## config.mk

```make
export PLATFORM = sky130hd
export DESIGN_NAME = xbus_seq
export DESIGN_NICKNAME = d
export VERILOG_FILES = /design/src/rtl/xbus_pkg.sv /design/src/rtl/xbus_phase_ctr.sv /design/src/rtl/xbus_slot_decode.sv /design/src/rtl/xbus_hi_mux.sv /design/src/rtl/xbus_seq.sv
export SDC_FILE = /design/constraint.sdc
export NUM_CORES = 1
export LEC_CHECK = 0
export ABC_AREA = 0
export BUFFER_PORTS_ARGS = -buffer_cell sky130_fd_sc_hd__buf_2
export CAP_MARGIN = 40
export CORE_MARGIN = 10
export CORE_UTILIZATION = 35
export CTS_BUF_LIST = sky130_fd_sc_hd__clkbuf_4 sky130_fd_sc_hd__clkbuf_8 sky130_fd_sc_hd__clkbuf_16
export DETAILED_ROUTE_END_ITERATION = 6
export HOLD_SLACK_MARGIN = 0.06
export PLACE_DENSITY_LB_ADDON = 0.25
export SYNTH_ARGS = -nofsm -noshare
export SYNTH_HDL_FRONTEND = slang
export SYNTH_SLANG_ARGS = --single-unit
```

## constraint.sdc

```tcl
create_clock -name clk -period 4.4 [get_ports clk]
set_clock_uncertainty 0.1 [all_clocks]
set_input_delay 0.22 -clock clk [delete_from_list [all_inputs] [get_ports clk]]
set_output_delay 0.22 -clock clk [all_outputs]
set_load 0.1 [all_outputs]
```

## src/rtl/xbus_pkg.sv

```systemverilog
package xbus_pkg;
    // Machine cycle layout in oscillator periods.
    localparam int PH_N      = 12;
    localparam int HALF      = 6;
    localparam int ALE_LEN   = 2;
    localparam int ADDR_LAST = 2;
    localparam int PS_FIRST  = 3;
    localparam int PS_LAST   = 5;
    localparam int STB_FIRST = 5;
    localparam int STB_LAST  = 10;
    localparam int WD_FIRST  = 3;
    localparam int PH_W      = $clog2(PH_N);

    typedef logic [PH_W-1:0] phase_t;

    typedef struct packed {
        logic ale;
        logic psen_n;
        logic rd_n;
        logic wr_n;
        logic drv_addr;
        logic drv_wdata;
    } slot_ctl_t;
endpackage

```

## src/rtl/xbus_phase_ctr.sv

```systemverilog
module xbus_phase_ctr
    import xbus_pkg::*;
(
    input  logic   clk,
    input  logic   rst_n,
    output phase_t phase_q,
    output phase_t phase_nxt
);
    phase_t phase_d;

    always_comb begin
        if (phase_q == phase_t'(PH_N - 1)) phase_d = '0;
        else                               phase_d = phase_q + phase_t'(1);
    end

    assign phase_nxt = phase_d;

    always_ff @(posedge clk or negedge rst_n) begin
        if (!rst_n) phase_q <= phase_t'(PH_N - 1);
        else        phase_q <= phase_d;
    end
endmodule

```

## src/rtl/xbus_slot_decode.sv

```systemverilog
module xbus_slot_decode
    import xbus_pkg::*;
(
    input  phase_t    slot,
    input  logic      is_data,
    input  logic      is_write,
    output slot_ctl_t ctl
);
    always_comb begin
        int p;
        int o;
        logic stb;
        p   = int'(slot);
        o   = p % HALF;
        stb = 1'b0;
        ctl = '{ale: 1'b0, psen_n: 1'b1, rd_n: 1'b1, wr_n: 1'b1,
                drv_addr: 1'b0, drv_wdata: 1'b0};
        if (!is_data) begin
            // Both halves repeat the same address/fetch pattern.
            for (int h = 0; h < PH_N / HALF; h++) begin
                if (p >= h * HALF && p < h * HALF + ALE_LEN) ctl.ale = 1'b1;
                if (p >= h * HALF + PS_FIRST && p <= h * HALF + PS_LAST) ctl.psen_n = 1'b0;
            end
            ctl.drv_addr = (o <= ADDR_LAST);
        end else begin
            ctl.ale       = (p < ALE_LEN);
            ctl.drv_addr  = (p <= ADDR_LAST);
            stb           = (p >= STB_FIRST) && (p <= STB_LAST);
            ctl.rd_n      = !(stb && !is_write);
            ctl.wr_n      = !(stb && is_write);
            ctl.drv_wdata = is_write && (p >= WD_FIRST);
        end
    end
endmodule

```

## src/rtl/xbus_hi_mux.sv

```systemverilog
module xbus_hi_mux #(
    parameter int DW        = 8,
    parameter int PROT_BITS = 4
) (
    input  logic [DW-1:0] raw,
    input  logic          protect_en,
    output logic [DW-1:0] hi
);
    for (genvar b = 0; b < DW; b++) begin : g_bit
        if (b >= DW - PROT_BITS) begin : g_guarded
            assign hi[b] = raw[b] & ~protect_en;
        end else begin : g_open
            assign hi[b] = raw[b];
        end
    end
endmodule

```

## src/rtl/xbus_seq.sv

```systemverilog
module xbus_seq
    import xbus_pkg::*;
#(
    parameter int DW        = 8,
    parameter int PROT_BITS = 4
) (
    input  logic          clk,
    input  logic          rst_n,
    input  logic          protect_en,
    input  logic [2*DW-1:0] fetch_addr,
    input  logic          data_req,
    input  logic          data_write,
    input  logic          data_wide,
    input  logic [2*DW-1:0] data_addr,
    input  logic [DW-1:0] wr_data,
    input  logic [DW-1:0] hi_reg,
    input  logic [DW-1:0] bus_lo_in,
    output logic [DW-1:0] bus_lo_out,
    output logic          bus_lo_oe,
    output logic [DW-1:0] bus_hi,
    output logic          ale,
    output logic          psen_n,
    output logic          rd_n,
    output logic          wr_n,
    output logic          instr_valid,
    output logic [DW-1:0] instr_byte,
    output logic          data_done,
    output logic [DW-1:0] data_byte
);
    localparam int AW = 2 * DW;

    // Request fields held for the current machine cycle / half.
    typedef struct packed {
        logic          is_data;
        logic          is_write;
        logic          wide;
        logic [AW-1:0] daddr;
        logic [DW-1:0] wdata;
        logic [DW-1:0] hreg;
        logic [AW-1:0] faddr;
    } req_t;

    // Registered bus outputs and core returns.
    typedef struct packed {
        logic          ale;
        logic          psen_n;
        logic          rd_n;
        logic          wr_n;
        logic [DW-1:0] lo_out;
        logic          lo_oe;
        logic [DW-1:0] hi;
        logic          ivld;
        logic [DW-1:0] ibyte;
        logic          ddone;
        logic [DW-1:0] dbyte;
    } out_t;

    localparam out_t OUT_RST = '{ale: 1'b0, psen_n: 1'b1, rd_n: 1'b1, wr_n: 1'b1,
                                 lo_out: '0, lo_oe: 1'b0, hi: '0, ivld: 1'b0,
                                 ibyte: '0, ddone: 1'b0, dbyte: '0};

    req_t      r_q, r_d;
    out_t      o_q, o_d;
    phase_t    phase_q, phase_nxt;
    slot_ctl_t ctl;
    logic [DW-1:0] hi_raw, hi_prot;

    xbus_phase_ctr u_phase (
        .clk       (clk),
        .rst_n     (rst_n),
        .phase_q   (phase_q),
        .phase_nxt (phase_nxt)
    );

    // Sample requests: data fields at cycle start, fetch address at half start.
    always_comb begin
        r_d = r_q;
        if (phase_q == phase_t'(PH_N - 1)) begin
            r_d.is_data = data_req;
            if (data_req) begin
                r_d.is_write = data_write;
                r_d.wide     = data_wide;
                r_d.daddr    = data_addr;
                r_d.wdata    = wr_data;
                r_d.hreg     = hi_reg;
            end
        end
        if (int'(phase_nxt) % HALF == 0) r_d.faddr = fetch_addr;
    end

    xbus_slot_decode u_decode (
        .slot     (phase_nxt),
        .is_data  (r_d.is_data),
        .is_write (r_d.is_write),
        .ctl      (ctl)
    );

    always_comb begin
        if (!r_d.is_data)   hi_raw = r_d.faddr[AW-1:DW];
        else if (r_d.wide)  hi_raw = r_d.daddr[AW-1:DW];
        else                hi_raw = r_d.hreg;
    end

    xbus_hi_mux #(.DW(DW), .PROT_BITS(PROT_BITS)) u_hi (
        .raw        (hi_raw),
        .protect_en (protect_en),
        .hi         (hi_prot)
    );

    always_comb begin
        o_d        = o_q;
        o_d.ale    = ctl.ale;
        o_d.psen_n = ctl.psen_n;
        o_d.rd_n   = ctl.rd_n;
        o_d.wr_n   = ctl.wr_n;
        o_d.hi     = hi_prot;
        o_d.lo_oe  = ctl.drv_addr | ctl.drv_wdata;
        if (ctl.drv_addr)       o_d.lo_out = r_d.is_data ? r_d.daddr[DW-1:0] : r_d.faddr[DW-1:0];
        else if (ctl.drv_wdata) o_d.lo_out = r_d.wdata;
        // Captures use the cycle that is ending at this edge.
        o_d.ivld  = 1'b0;
        o_d.ddone = 1'b0;
        if (!r_q.is_data && (int'(phase_q) % HALF == PS_LAST)) begin
            o_d.ivld  = 1'b1;
            o_d.ibyte = bus_lo_in;
        end
        if (r_q.is_data && (int'(phase_q) == STB_LAST)) begin
            o_d.ddone = 1'b1;
            if (!r_q.is_write) o_d.dbyte = bus_lo_in;
        end
    end

    always_ff @(posedge clk or negedge rst_n) begin
        if (!rst_n) begin
            r_q <= '0;
            o_q <= OUT_RST;
        end else begin
            r_q <= r_d;
            o_q <= o_d;
        end
    end

    assign ale         = o_q.ale;
    assign psen_n      = o_q.psen_n;
    assign rd_n        = o_q.rd_n;
    assign wr_n        = o_q.wr_n;
    assign bus_lo_out  = o_q.lo_out;
    assign bus_lo_oe   = o_q.lo_oe;
    assign bus_hi      = o_q.hi;
    assign instr_valid = o_q.ivld;
    assign instr_byte  = o_q.ibyte;
    assign data_done   = o_q.ddone;
    assign data_byte   = o_q.dbyte;
endmodule

```

* Yosys cells after proc, flatten, opt, wreduce, memory -nomap -nowiden *
Cells that the tools add are included.

operators by class
  add/subtract/negate cells = 1
  multipliers = 0
  divide/modulo/power cells = 2
  magnitude comparators = 11
  equal/unequal tests = 3
  shift-type cells = 0
  mux-type cells = 21
  bitwise operators = 7
  reductions and logical operators = 16

operator list
  kind                    count
  $mod A5 B4 Y32 const B  2
  $mux W8                 6
  $mux W35                1
  $mux W34                1
  $eq A32 B4 Y1 const B   1
  $le A32 B3 Y1 const B   1
  $logic_not A32 Y1       1
  $mux W9                 2
  $mux W16                1
  $logic_and A1 B1 Y1     9
  $eq A4 B4 Y1 const B    2
  $ge A4 B3 Y1 const B    2
  $le A4 B4 Y1 const B    2
  $mux W1                 8
  $add A4 B1 Y4 const B   1
  $and A1 B1 Y1           4
  $ge A4 B2 Y1 const B    1
  $ge A4 B4 Y1 const B    1
  $le A4 B2 Y1 const B    1
  $le A4 B3 Y1 const B    1
  $logic_not A1 Y1        4
  $lt A4 B2 Y1 const B    1
  $lt A4 B4 Y1 const B    1
  $mux W4                 1
  other kinds (5)         6

storage, ports and cells
  bits in registers = 94
  bits in latches = 0
  RAM bits = 0
  bits in read-only memories = 0
  input bits = 62
  output and inout port bits = 39
  logic and storage cells = 80
  memories = 0

* Logic depth before layout (Yosys ltp) *
  depth after elaboration = 7
  mapped depth = 15
  mapped depth without buffers = 12

* By module *
A second synthesis with hierarchy kept.

unflattened totals
  cell total of the unflattened synthesis = 346
  area total of the unflattened synthesis = 4453.0 um^2

modules (own cells, without submodules)
  module            instances  cells an instance  area an instance (um^2)  sequential area each (um^2)
  xbus_seq          1          293                4007.6                   2255.9
  xbus_slot_decode  1          32                 231.5                    0.0
  xbus_phase_ctr    1          13                 158.9                    103.8
  xbus_hi_mux       1          8                  55.1                     0.0

* Worst setup path after synthesis *
No wires, ideal clock.

  kind = register to register
  start = register u_phase.phase_q[1]
  end = register o_q, in the netlist bus_lo_out[5]
  setup time = 126 ps
  data arrival time = 3654 ps
  required time = 4174 ps
  setup slack = 519 ps
  stages on the path, launching flop included = 15
  buffers on the path = 2
  clock period less this slack = 3881 ps
  cells stage by stage = dfstp_2 > ha_1 > buf_6 > nor2_1 > a21oi_1 > inv_1 > ha_1 > nor3b_1 > o21ai_0 > and3_1 > a221o_1 > nor4_4 > buf_6 > mux2_4 > a311o_1

RTL lines
  item                    RTL line              RTL
  start, declared         xbus_phase_ctr.sv:6   output phase_t phase_q,
  start signal, assigned  xbus_phase_ctr.sv:19  if (!rst_n) phase_q <= phase_t'(PH_N - 1);
  start signal, assigned  xbus_phase_ctr.sv:20  else phase_q <= phase_d;
  end signal, assigned    xbus_seq.sv:136       o_q <= OUT_RST;
  end signal, assigned    xbus_seq.sv:139       o_q <= o_d;
  end, declared           xbus_seq.sv:63        out_t o_q, o_d;

==> results by group <==
Run status
  • Status: complete, no violations

Synthesis
  • EDFF count, synth: 0
  • Syn_nets: about 420
  • YS warnings: 0
  • Top-area cell type share of the netlist area: 0.503
  • Post-synthesis register bit count: between 90 and 100
  • Post-Syn Area: 4380 sq um
  • Dominant register cell in the synthesized netlist: dfrtp_1
  • Cell taking the most area after synthesis: dfrtp_1
  • Async SR Flop Fraction: 1.00
  • Avg Inst Size Synth: ~12 sq um
  • Largest cells by area after synthesis: dfrtp_1 50%, mux2_2 14%, mux2i_1 6.4%, dfstp_2 3.6%, ha_1 2.9%
  • Library cells used by synthesis: between 40 and 50
  • Sequential fraction of the synthesis area: 0.539
  • Post-Synthesis Cells: 351

Route
  • Final antenna-violating net count: 0
  • Via/cell ratio: around 4.9
  • DRC errors left: 0
  • Via count: approximately 3400
  • DR pass1 iterations: 4
  • Detailed Route WL: about 12000 microns
  • Starting DRT DRC Count: 169
  • Average wire per standard cell: between 15 and 20 microns

Floorplan
  • Core area: around 12000 sq um
  • Die height: between 100 and 150 microns
  • Die width: between 100 and 150 microns
  • Die ar.: approximately 17000 sq um
  • Starting density of the core: 0.361
  • I/O Pins: around 100
  • Site Rows: 40

STA
  • Max Fclk: around 250 MHz
  • Final hold viol count: 0
  • Max-slew violation count: 0
  • Final Cycle Share: 0.927
  • Slew HR: 0.484
  • Unrepaired setup endpoints after global routing: false
  • Tmin final: between 4 and 5 ns
  • Worst-Margin Slew: 0.768 ns
  • WHS: 0.0904 ns
  • Final setup vio count: 0
  • Setup TNS: 0 ns

Power and ir drop
  • Switching part of the total: 0.296
  • Gate power share: 0.204
  • Final Power: 2250 uW
  • Sw power: about 660 uW
  • Clock Power Share: 0.371
  • Register share of total power: 0.426
  • Internal cell power: around 1600 uW
  • P per Cell Area: around 370 nW/um^2
  • Max VDD drop: around 0.00038 V
  • Static leakage power: ~0.0028 uW

Final layout
  • Footprint of the multi-input gates: around 1900 sq um
  • Util after Layout: 0.497
  • Fillers: approximately 1100
  • Layout cell share with drive strength beyond 1: 0.390
  • Reg area: 2360 sq um
  • Fin nets: between 500 and 600
  • Post-Layout Cell Count: 690
  • Area delta synth->final: 37.5%
  • Commonest non-fill, non-tap cells in the layout: 100 x buf_2, 88 x dfrtp_1, 57 x dlygate4sd3_1, 55 x mux2_2, 28 x mux2i_1
  • Most common cell after layout, fill and taps aside: buf_2

GRT
  • Routing usage on met3: 0.0465
  • Largest net degree at the start of global routing: 60
  • Vias in the first global route: 3815
  • Tot GR Track Use: 0.136
  • Grt ovf: 0
  • Met2 Usage GRT: 0.214
  • Initial antenna violation count: 0
  • GR Util met1: 0.165
  • First-pass GRT wire length: slightly below 20000 microns
  • GRT busiest layer: met2

Critical path
  • Crit end category: flop
  • CP Class: reg2reg
  • Critical Path RT: approximately 4.5 ns
  • Largest fanout on the critical path: 12
  • Worst Path Arrival: about 4.2 ns
  • Flop-to-flop setup slack: roughly 0.32 ns
  • Crit start category: flop

Flow run
  • Max_cap viols: 0

Clock tree
  • Worst-Skew Late Latency: between 0.3 and 0.4 ns
  • CTS sink cnt: 94
  • Clk slew on worst S/H paths: around 0.060 ns
  • Maximum root-to-sink buffer count: 2
  • H-tree depth: 3
  • Cts bufs inserted: 9
  • Clk root buf: clkbuf_16
  • CTS tree: built

Place
  • Routability congestion estimate: 0.823
  • Placed Instances: roughly 620
  • I/O Buffers: 100
  • Detailed placement HPWL: approximately 8200 microns

Hold path
  • HP Class: in2reg
## per-layer routing
metal  up-vias  part of all wire
met5         -                 0
met3        17             0.070
met4         0             0.021
met2       109              0.45
met1      1643              0.46
li1       1590                 -
## worst max-delay path, stage by stage, from the launching register on
cell and delay [ns]:
dfstp_2 0.65, nand2_1 0.15, xnor2_2 0.20, a21oi_1 0.25
inv_1 0.19, ha_1 0.37, nor3b_1 0.25, o21ai_0 0.12
and3_1 0.18, a221o_1 0.32, nor4_4 0.28, buf_6 0.21
mux2_2 0.36, a311o_1 0.31
## power groups by stage
stage	Clock, uW	Sequential, uW	Combinational [uW]
2_1_floorplan	0	1190	87.6
5_1_grt	892	963	485
3_5_place_dp	0	971	422
4_1_cts	855	956	461
6_report	832	956	457
3_3_place_gp	0	970	417
## cells in the mapped netlist (all sizes together) (5+ instances only)
cell type	instances
nand2	14
mux2	57
inv	16
a21oi	20
dfrtp	88
nor2	22
nand2b	8
mux2i	28
nor2b	5
ha	10
and4	8
o21ai	8
a311o	8
buf	13
dfstp	6
## final timing paths
check                                   startpoint       endpoint  cells past startpoint
worst max-delay path            u_phase.phase_q[1]  bus_lo_out[7]                     13
worst min-delay path                    data_write        r_q[49]                      2
worst max register to register  u_phase.phase_q[1]  bus_lo_out[7]                     13
worst min register to register              r_q[8]         r_q[8]                      2
max in group asynchronous                    rst_n         psen_n                      3
min in group asynchronous                    rst_n        r_q[32]                      2
## registers in the layout, indices dropped and copies added (netlist names)
name / flops
r_q: 51
bus_hi: 8
bus_lo_out: 8
data_byte: 8
instr_byte: 8
u_phase.phase_q: 4
ale: 1
bus_lo_oe: 1
data_done: 1
instr_valid: 1
psen_n: 1
rd_n: 1
wr_n: 1
## final cells by class
| class | count | share of cell area |
|---|---|---|
| Sequential cell | 94 | 0.392 |
| Multi-Input combinational cell | 224 | 0.312 |
| Timing Repair Buffer | 173 | 0.199 |
| Clock buffer | 11 | 0.0410 |
| Tap cell | 168 | 0.0349 |
| Clock inverter | 3 | 0.0114 |
| Inverter | 16 | 0.00998 |
| Antenna cell | 1 | 0.000416 |
## cells by family (layout without fill, tap and decap cells)
| family | count (synthesis) | in the layout | share of synthesized area |
|---|---|---|---|
| flip-flops | 94 | 94 | 0.539 |
| multiplexers | 85 | 85 | 0.212 |
| buffers and inverters | 33 | 203 | 0.0352 |
| adder cells (fa/ha/maj) | 10 | 10 | 0.0286 |
| AND/OR/NAND/NOR | 73 | 73 | 0.0912 |
| other | 0 | 1 | 0 |
| AO/OA/AOI/OAI | 54 | 54 | 0.0875 |
| XOR/XNOR | 2 | 2 | 0.00572 |
## repair_timing
| action | CTS | global route |
|---|---|---|
| hold endpoints to repair | 122 | 0 |
| gates resized for setup | 0 | 1 |
| endpoints found under the setup margin | 0 | 8 |
| buffers inserted | 0 | 3 |
| hold buffers | 57 | 0 |
## metrics by stage
step	setup slack [ns]	area, sq um
floorplan	0.519	4380
global placement	0.367	5080
detailed placement	0.260	5100
CTS	0.225	5990
global route	0.0454	6020
finish	0.322	6020
No activity file was read; power rests on OpenSTA's default activity.
